==> src/rtl/sdsel_pkg.sv <==
// Shared encodings for the sub-dword operand select unit.
// Assumes a 32-bit lane split into four bytes and two half-words.
package sdsel_pkg;
    localparam int DATA_W = 32;
    localparam int SEL_W  = 3;
    localparam int OP_W   = 2;
    localparam int MODE_W = 2;
    localparam int BYTE_W = 8;
    localparam int HALF_W = 16;
    localparam int NUM_BYTES = DATA_W / BYTE_W;

    typedef enum logic [SEL_W-1:0] {
        SEL_B0   = 3'd0,
        SEL_B1   = 3'd1,
        SEL_B2   = 3'd2,
        SEL_B3   = 3'd3,
        SEL_H0   = 3'd4,
        SEL_H1   = 3'd5,
        SEL_FULL = 3'd6
    } field_sel_e;

    typedef enum logic [OP_W-1:0] {
        OP_XOR = 2'd0,
        OP_ADD = 2'd1,
        OP_AND = 2'd2,
        OP_ALT = 2'd3
    } alu_op_e;

    typedef enum logic [MODE_W-1:0] {
        FILL_ZERO = 2'd0,
        FILL_SIGN = 2'd1,
        FILL_KEEP = 2'd2,
        FILL_ALT  = 2'd3
    } fill_mode_e;
endpackage

==> src/rtl/sdsel_extract.sv <==
// Narrows one source operand to a byte, a half-word or the full word and
// widens it back to the lane width with zero or sign fill.
// Assumes the select encoding from sdsel_pkg; codes above SEL_FULL act as full.
module sdsel_extract
    import sdsel_pkg::*;
#(
    parameter int W = DATA_W
) (
    input  logic [W-1:0]     raw,
    input  logic [SEL_W-1:0] sel,
    input  logic             sext,
    output logic [W-1:0]     wide
);
    localparam int NB = W / BYTE_W;
    localparam int NH = W / HALF_W;

    logic [BYTE_W-1:0] byte_lane [NB];
    logic [HALF_W-1:0] half_lane [NH];

    genvar gb, gh;
    generate
        for (gb = 0; gb < NB; gb++) begin : g_byte
            assign byte_lane[gb] = raw[gb*BYTE_W +: BYTE_W];
        end
        for (gh = 0; gh < NH; gh++) begin : g_half
            assign half_lane[gh] = raw[gh*HALF_W +: HALF_W];
        end
    endgenerate

    logic [BYTE_W-1:0] pick_b;
    logic [HALF_W-1:0] pick_h;

    // Choose the lane and widen it according to the sign flag.
    always_comb begin
        pick_b = byte_lane[sel[1:0]];
        pick_h = half_lane[sel[0]];
        if (sel <= SEL_B3) begin
            wide = {{(W-BYTE_W){sext & pick_b[BYTE_W-1]}}, pick_b};
        end else if (sel <= SEL_H1) begin
            wide = {{(W-HALF_W){sext & pick_h[HALF_W-1]}}, pick_h};
        end else begin
            wide = raw;
        end
    end
endmodule

==> src/rtl/sdsel_alu.sv <==
// Simple lane operation on the converted operands.
// Assumes a single-source instruction just forwards operand a.
module sdsel_alu
    import sdsel_pkg::*;
#(
    parameter int W = DATA_W
) (
    input  logic [W-1:0]    a,
    input  logic [W-1:0]    b,
    input  logic [OP_W-1:0] op,
    input  logic            has_b,
    output logic [W-1:0]    y
);
    // Apply the chosen operation, or forward a when there is no second source.
    always_comb begin
        if (!has_b) begin
            y = a;
        end else begin
            unique case (op)
                OP_ADD:  y = a + b;
                OP_AND:  y = a & b;
                default: y = a ^ b;
            endcase
        end
    end
endmodule

==> src/rtl/sdsel_merge.sv <==
// Places the operation result into the chosen destination field and fills
// the remaining bits from zero, the field's top bit, or the old value.
// Assumes fields are whole bytes; codes above SEL_FULL act as full.
module sdsel_merge
    import sdsel_pkg::*;
#(
    parameter int W = DATA_W
) (
    input  logic [W-1:0]      res,
    input  logic [W-1:0]      old,
    input  logic [SEL_W-1:0]  sel,
    input  logic [MODE_W-1:0] mode,
    output logic [W-1:0]      merged
);
    localparam int NB  = W / BYTE_W;
    localparam int IXW = $clog2(NB) + 1;

    logic [IXW-1:0] lo_byte;
    logic [IXW-1:0] hi_byte;
    logic           field_sign;

    // Decode the field as a range of whole bytes [lo_byte, hi_byte).
    always_comb begin
        if (sel <= SEL_B3) begin
            lo_byte    = IXW'(sel[1:0]);
            hi_byte    = IXW'(sel[1:0]) + IXW'(1);
            field_sign = res[BYTE_W-1];
        end else if (sel <= SEL_H1) begin
            lo_byte    = sel[0] ? IXW'(2) : IXW'(0);
            hi_byte    = sel[0] ? IXW'(4) : IXW'(2);
            field_sign = res[HALF_W-1];
        end else begin
            lo_byte    = '0;
            hi_byte    = IXW'(NB);
            field_sign = 1'b0;
        end
    end

    genvar gk;
    generate
        for (gk = 0; gk < NB; gk++) begin : g_out_byte
            logic [IXW-1:0] rel;
            assign rel = IXW'(gk) - lo_byte;
            // Pick the source for output byte gk from its place relative to the field.
            always_comb begin
                if (IXW'(gk) >= lo_byte && IXW'(gk) < hi_byte) begin
                    merged[gk*BYTE_W +: BYTE_W] = res[rel[IXW-2:0]*BYTE_W +: BYTE_W];
                end else if (mode[1]) begin
                    merged[gk*BYTE_W +: BYTE_W] = old[gk*BYTE_W +: BYTE_W];
                end else if (mode[0] && IXW'(gk) >= hi_byte) begin
                    merged[gk*BYTE_W +: BYTE_W] = {BYTE_W{field_sign}};
                end else begin
                    merged[gk*BYTE_W +: BYTE_W] = '0;
                end
            end
        end
    endgenerate
endmodule

==> src/rtl/sdsel_unit.sv <==
// Top of the sub-dword operand select unit: converts both sources, runs the
// lane operation, merges into the destination field and registers the word.
// Assumes all inputs are valid every cycle; latency is one clock.
module sdsel_unit
    import sdsel_pkg::*;
(
    input  logic              clk,
    input  logic              rst_n,
    input  logic [31:0]       src0,
    input  logic [31:0]       src1,
    input  logic [31:0]       dst_old,
    input  logic [2:0]        sel0,
    input  logic [2:0]        sel1,
    input  logic              sext0,
    input  logic              sext1,
    input  logic              has_src1,
    input  logic [1:0]        opcode,
    input  logic [2:0]        dst_sel,
    input  logic [1:0]        fill_mode,
    output logic [31:0]       dst_out
);
    logic [DATA_W-1:0] opnd0, opnd1, alu_y, merged;

    sdsel_extract #(.W(DATA_W)) u_ext0 (
        .raw (src0), .sel (sel0), .sext (sext0), .wide (opnd0)
    );

    sdsel_extract #(.W(DATA_W)) u_ext1 (
        .raw (src1), .sel (sel1), .sext (sext1), .wide (opnd1)
    );

    sdsel_alu #(.W(DATA_W)) u_alu (
        .a (opnd0), .b (opnd1), .op (opcode), .has_b (has_src1), .y (alu_y)
    );

    sdsel_merge #(.W(DATA_W)) u_merge (
        .res (alu_y), .old (dst_old), .sel (dst_sel), .mode (fill_mode),
        .merged (merged)
    );

    // Register the merged destination word; reset clears it.
    always_ff @(posedge clk) begin
        if (!rst_n) begin
            dst_out <= '0;
        end else begin
            dst_out <= merged;
        end
    end
endmodule

==> config.mk <==
export PLATFORM = sky130hd
export DESIGN_NAME = sdsel_unit
export DESIGN_NICKNAME = d
export VERILOG_FILES = /design/src/rtl/sdsel_pkg.sv /design/src/rtl/sdsel_extract.sv /design/src/rtl/sdsel_alu.sv /design/src/rtl/sdsel_merge.sv /design/src/rtl/sdsel_unit.sv
export SDC_FILE = /design/constraint.sdc
export NUM_CORES = 1
export LEC_CHECK = 0
export BUFFER_PORTS_ARGS = -buffer_cell sky130_fd_sc_hd__buf_2
export CELL_PAD_IN_SITES_DETAIL_PLACEMENT = 1
export CELL_PAD_IN_SITES_GLOBAL_PLACEMENT = 1
export CORE_MARGIN = 4
export CORE_UTILIZATION = 30
export CTS_CLUSTER_SIZE = 10
export DETAILED_ROUTE_END_ITERATION = 7
export PLACE_DENSITY_LB_ADDON = 0.1
export SYNTH_ARGS = -nofsm -noshare
export SYNTH_HDL_FRONTEND = slang
export SYNTH_SLANG_ARGS = --single-unit
==> constraint.sdc <==
create_clock -name clk -period 6 [get_ports clk]
set_clock_uncertainty 0.2 [all_clocks]
set_input_delay 0.3 -clock clk [delete_from_list [all_inputs] [get_ports clk]]
set_output_delay 0.3 -clock clk [all_outputs]
set_load 0.02 [all_outputs]
Word level (Yosys, flattened, before mapping)
Index checks and enable logic that the tools add are counted.
{"block": "classes", "add_sub_neg": 6, "n_lt_le_gt_ge": 22, "eq_ne": 2, "shifts": 4, "n_mux": 38, "bitwise_logic": 10, "n_reduce_logical": 8}
{"op": "$mux 32", "count": 5}
{"op": "$mux 8", "count": 16}
{"op": "$shiftx 32x6->8", "count": 4}
{"op": "$mux 16", "count": 6}
{"op": "$pmux 32 s2", "count": 1}
{"op": "$add 32x32->32", "count": 1}
{"op": "$and 32x32->32", "count": 1}
{"op": "$bmux 8 s2", "count": 2}
{"op": "$xor 32x32->32", "count": 1}
{"op": "$mux 3", "count": 5}
{"op": "$ge 1x3->1 const A", "count": 4}
{"op": "$ge 2x3->1 const A", "count": 4}
{"op": "$le 3x2->1 const B", "count": 3}
{"op": "$le 3x3->1 const B", "count": 3}
{"op": "$logic_and 1x1->1", "count": 8}
{"op": "$ge 3x3->1 const B", "count": 2}
{"op": "$lt 1x3->1 const A", "count": 2}
{"op": "$lt 2x3->1 const A", "count": 2}
{"op": "$not 2->3", "count": 2}
{"op": "$and 1x1->1", "count": 4}
{"op": "$ge 2x2->1 const B", "count": 2}
{"op": "$not 1->2", "count": 2}
{"op": "$sub 1x2->2 const A", "count": 2}
{"op": "$sub 2x2->2 const A", "count": 2}
{"op": "5 further kinds", "count": 6}
{"block": "totals", "regBits": 32, "inputBits": 114, "out_inout_bits": 32, "elab_cells": 91}

Logic depth before layout (Yosys ltp)
{"block": "depth", "depth_word": 15, "mapped_depth": 18, "mapped_depth_nobuf": 15}

Modules after synthesis
Synthesis repeated with hierarchy kept, for this count alone.
{"block": "unflattened", "cells_unflattened": 874, "area_unflattened_um2": 6282.3}
{"module": "sdsel_alu", "instances": 1, "cells_each": 435, "area_per_inst_um2": 2591.2, "seq_area_each_um2": 0.0}
{"module": "sdsel_extract", "instances": 2, "cells_each": 99, "area_per_inst_um2": 813.3, "seq_area_each_um2": 0.0}
{"module": "sdsel_merge", "instances": 1, "cells_each": 174, "area_per_inst_um2": 1168.6, "seq_area_each_um2": 0.0}
{"module": "sdsel_unit", "instances": 1, "cells_each": 67, "area_per_inst_um2": 895.9, "seq_area_each_um2": 640.6}

Worst setup path before layout
Ideal clock, no wire load.
{"block": "synth_timing", "path_kind": "input -> register", "start": "in sel1[1]", "end": "reg dst_out[31]", "setup_ns": 0.095, "arrival_time_ns": 4.384, "required_time_ns": 5.705, "slack_ns": 1.321, "stages": 15, "n_path_buf": 1, "cell_sequence": "buf_1 nand2_1 nand2_1 mux2i_1 a21oi_1 ha_1 a21o_1 a221o_1 a221o_1 a21oi_1 o31ai_1 a221oi_1 xor2_1 or4_1 a221oi_1"}
{"block": "synth_between", "elab_chain_len": 14, "word_cells_on_any_way": 20, "classes_between": "add/sub (1); order compare (2); shift (1); mux (12); bitwise (4)"}
{"element": "start: declaration", "line": "sdsel_unit.sv:13", "rtl": "input logic [2:0] sel1,"}
{"element": "$not 2->3 (implied by the code)", "line": "sdsel_extract.sv:35", "rtl": "pick_b = byte_lane[sel[1:0]];"}
{"element": "$bmux 8 s2", "line": "sdsel_extract.sv:35"}
{"element": "$mux 8 (implied by the code) (2 in series)", "line": "sdsel_extract.sv:35"}
{"element": "$and 1x1->1", "line": "sdsel_extract.sv:38", "rtl": "wide = {{(W-BYTE_W){sext & pick_b[BYTE_W-1]}}, pick_b};"}
{"element": "$mux 32 (*)", "line": "sdsel_extract.sv:37", "rtl": "if (sel <= SEL_B3) begin"}
{"element": "$add 32x32->32 (tied with other cells)", "line": "sdsel_alu.sv:20", "rtl": "OP_ADD: y = a + b;"}
{"element": "$pmux 32 s2 (*)", "line": "sdsel_alu.sv:19", "rtl": "unique case (op)"}
{"element": "$mux 32 (*)", "line": "sdsel_alu.sv:16", "rtl": "if (!has_b) begin"}
{"element": "branches (longest 4 deep; another with $shiftx 32x6->8)"}
{"element": "$mux 8 (*)", "line": "sdsel_merge.sv:46", "rtl": "if (IXW'(gk) >= lo_byte && IXW'(gk) < hi_byte) begin"}
{"element": "end signal: assignment", "line": "sdsel_unit.sv:46", "rtl": "dst_out <= merged;"}
{"element": "end: declaration", "line": "sdsel_unit.sv:20", "rtl": "output logic [31:0] dst_out"}
Every way passes the cells marked *. The select of a mux whose other input is x is not followed.
A chain may end at the register's enable or synchronous reset.

Worst setup path after layout
{"block": "layout_timing", "start": "in sel0[2]", "end": "reg dst_out[29]"}
{"block": "layout_between", "elab_chain_len": 11, "word_cells_on_any_way": 15, "classes_between": "add/sub (1); order compare (2); shift (1); mux (9); bitwise (2)"}
{"element": "start: declaration", "line": "sdsel_unit.sv:12", "rtl": "input logic [2:0] sel0,"}
{"element": "$le 3x3->1", "line": "sdsel_extract.sv:39", "rtl": "end else if (sel <= SEL_H1) begin"}
{"element": "$mux 32", "line": "sdsel_extract.sv:39"}
{"element": "$mux 32 (*)", "line": "sdsel_extract.sv:37"}
{"element": "$add 32x32->32 (tied with other cells)", "line": "sdsel_alu.sv:20"}
{"element": "$pmux 32 s2", "line": "sdsel_alu.sv:19"}
{"element": "$mux 32 (*)", "line": "sdsel_alu.sv:16"}
{"element": "branches (longest 4 deep; another with $shiftx 32x6->8)"}
{"element": "$mux 8 (*)", "line": "sdsel_merge.sv:46"}
Every way passes the cells marked *.

==> flow_metrics.tcl <==
set metrics [dict create \
    final_cell_mix "145 x buf_2, 114 x nand2_1, 87 x a21oi_1" \
    synth_top_area_frac 0.108 \
    cpLargestDelayFamily "compound AO/OA/AOI/OAI gates" \
    ctsHtreeMaxLevel 2 \
    setup_tns_ns 0 \
    maxSlewViolCount 0 \
    yosysUniqueCellTypes 74 \
    cpPeakStageDelay_ns 0.64 \
    overflow 0 \
    postSynthAreaPerCell_um2 7.07 \
    cp_num_buf_inv 2 \
    critPathCaptureType "flop" \
    vdd_drop_max_mv 0.105 \
    cts.sinks 32 \
    routed_via_density 6.05 \
    cts_resized 0 \
    initial_core_util 0.306 \
    fmax_mhz 197 \
    coreArea_um2 19500 \
    final_util 0.360 \
    relSlewSlack 0.195 \
    synth-seq-area-share 0.108 \
    numCtsBuffers 5 \
    synth.largest_area_cell "dfxtp_1" \
    root_buffer "clkbuf_16" \
    final_antenna_net_count 0 \
    instances_no_fill 1209 \
    clk_pin_slew_ns 0.05 \
    syn_area_um2 5950 \
    hp-class "primary input to flop" \
    largest_reg_flops 32 \
    hold_ws_ns 0.0672 \
    routed_wl_um 29100 \
    synth_enable_flop_cells 0 \
    diodes 0 \
    fin_crit_ns 5.07 \
    syn_to_final_growth_pct 17.7 \
    post-cts-setup-buffers 0 \
    synth_fp_nets 993 \
    finalSetupViolations 0 \
    required_ns 5.96 \
    cts_tree "yes" \
    mostFrequentLayoutCell "buf_2" \
    crit_type "primary input to flop" \
    place_congestion 0.882 \
    status "complete, no violations" \
    hp-start "dst_old[23]" \
    layout_top_registers "dst_out x32" \
    rsz0062_at_grt "no" \
    synth_warnings 0 \
    die_w_um 149 \
    dieArea_um2 22100 \
    placedCellCount 1201 \
    antenna_found_initial 0 \
    rows 51 \
    fin_nets 1094 \
    ioPinCount 146 \
    final_hold_viol_count 0 \
    finalCritPeriodShare 0.846 \
    worst_pin_slew_ns 1.21 \
    drt_iter0_drc 504 \
    hold_buffers 0 \
    grt_pass1_wl_um 42700 \
    cp-startpoint "sel0[2]" \
    clockBufferDepth 2 \
    num_vias 7318 \
    synthFlopType "dfxtp_1" \
    startpoint_type "primary input" \
    leakagePower_nw 3.02 \
    grt_use_total 0.248 \
    ys_seq_elements 32 \
    grt_pass1_vias 7103 \
    portBuffers 145 \
    wl_per_cell_um 24.1 \
    synth-async-reset-ratio 0 \
    first_pass_iters 5 \
    grt_max_degree 55 \
    layout-drive-gt1-share 0.215 \
    largest-register "dst_out" \
    power_density_nw_per_um2 205 \
    synth.area.top_cells "dfxtp_1 11%, ha_1 7.8%, a21oi_1 7.3%" \
    drc 0 \
    die_y_um 149 \
    synthCells 842 \
    cp_cell_sequence "buf_2, nand2_1, nand3_1, nand3_1, o21ai_0, inv_1, ha_1, a21o_1, a221oi_1, nor4_1, o31ai_1, mux2_2, a31oi_1, a2111oi_0, a2111oi_0" \
    cap_viol_max_count 0 \
    worstPathMaxFanout 32 \
    cpMaxStageDelayCell "o31ai_1" \
    worstPathArrival_ns 5.04 \
    dp_hpwl_um 23500 \
]
==> power breakdown <==
group	internal [mW]	switching, mW	leakage [nW]	total [mW]
Sequential	0.237	0.00709	0.266	0.244
Combinational	0.332	0.601	2.68	0.933
Clock	0.165	0.0904	0.0712	0.256
Total	0.734	0.699	3.02	1.43
==> metrics by stage <==
| stage | instance area, µm² | setup WS [ns] | total power, mW |
|---|---|---|---|
| 2_1_floorplan | 5950 | 1.32 | 0.855 |
| 5_1_grt | 7000 | 0.611 | 1.53 |
| 3_3_place_gp | 6860 | 0.727 | 1.16 |
| 4_1_cts | 7000 | 1.01 | 1.43 |
| 6_report | 7000 | 0.925 | 1.43 |
| 3_5_place_dp | 6860 | 0.675 | 1.17 |
==> final timing paths <==
| check | cells past startpoint | slack, ns | end |
|---|---|---|---|
| setup / recovery | 15 | 0.93 | dst_out[29]$_SDFF_PN0_ |
| hold / removal | 3 | 0.07 | dst_out[23]$_SDFF_PN0_ |
==> cell usage after synthesis (all sizes together) (16+ instances only) <==
master,n
a211oi,16
mux4,16
a221oi,24
nand3,19
nand2,114
o21ai,59
o21a,36
a21o,20
a21oi,89
dfxtp,32
nor2,69
mux2i,36
clkbuf,50
ha,37
==> kinds of logic (layout without fill, tap and decap cells) <==
group,count (synthesis),after routing,share of synthesized area
AOI/OAI and AO/OA,351,351,0.410
and+or+nand+nor,278,278,0.213
buffers and inverters,81,183,0.0524
muxes,58,58,0.132
adders and majority gates,37,37,0.0778
DFF,32,32,0.108
xor gates and xnor gates,5,5,0.00736
==> layout make-up <==
class	count	area, µm²
Multi-Input combinational cell	729	5000
Sequential cell	32	641
Clock buffer	8	146
Tap cell	265	332
Fill cell	2455	12500
Timing Repair Buffer	158	823
Inverter	17	63.8
==> layer usage <==
metal | up-vias | global-route usage | routed length (µm)
met5 | - | 0 | 0
met4 | 0 | 0.0540 | 648
met3 | 26 | 0.0407 | 1870
met2 | 232 | 0.388 | 12700
met1 | 3612 | 0.360 | 13800
li1 | 3448 | - | -
Power figures use the tool's default switching activity.
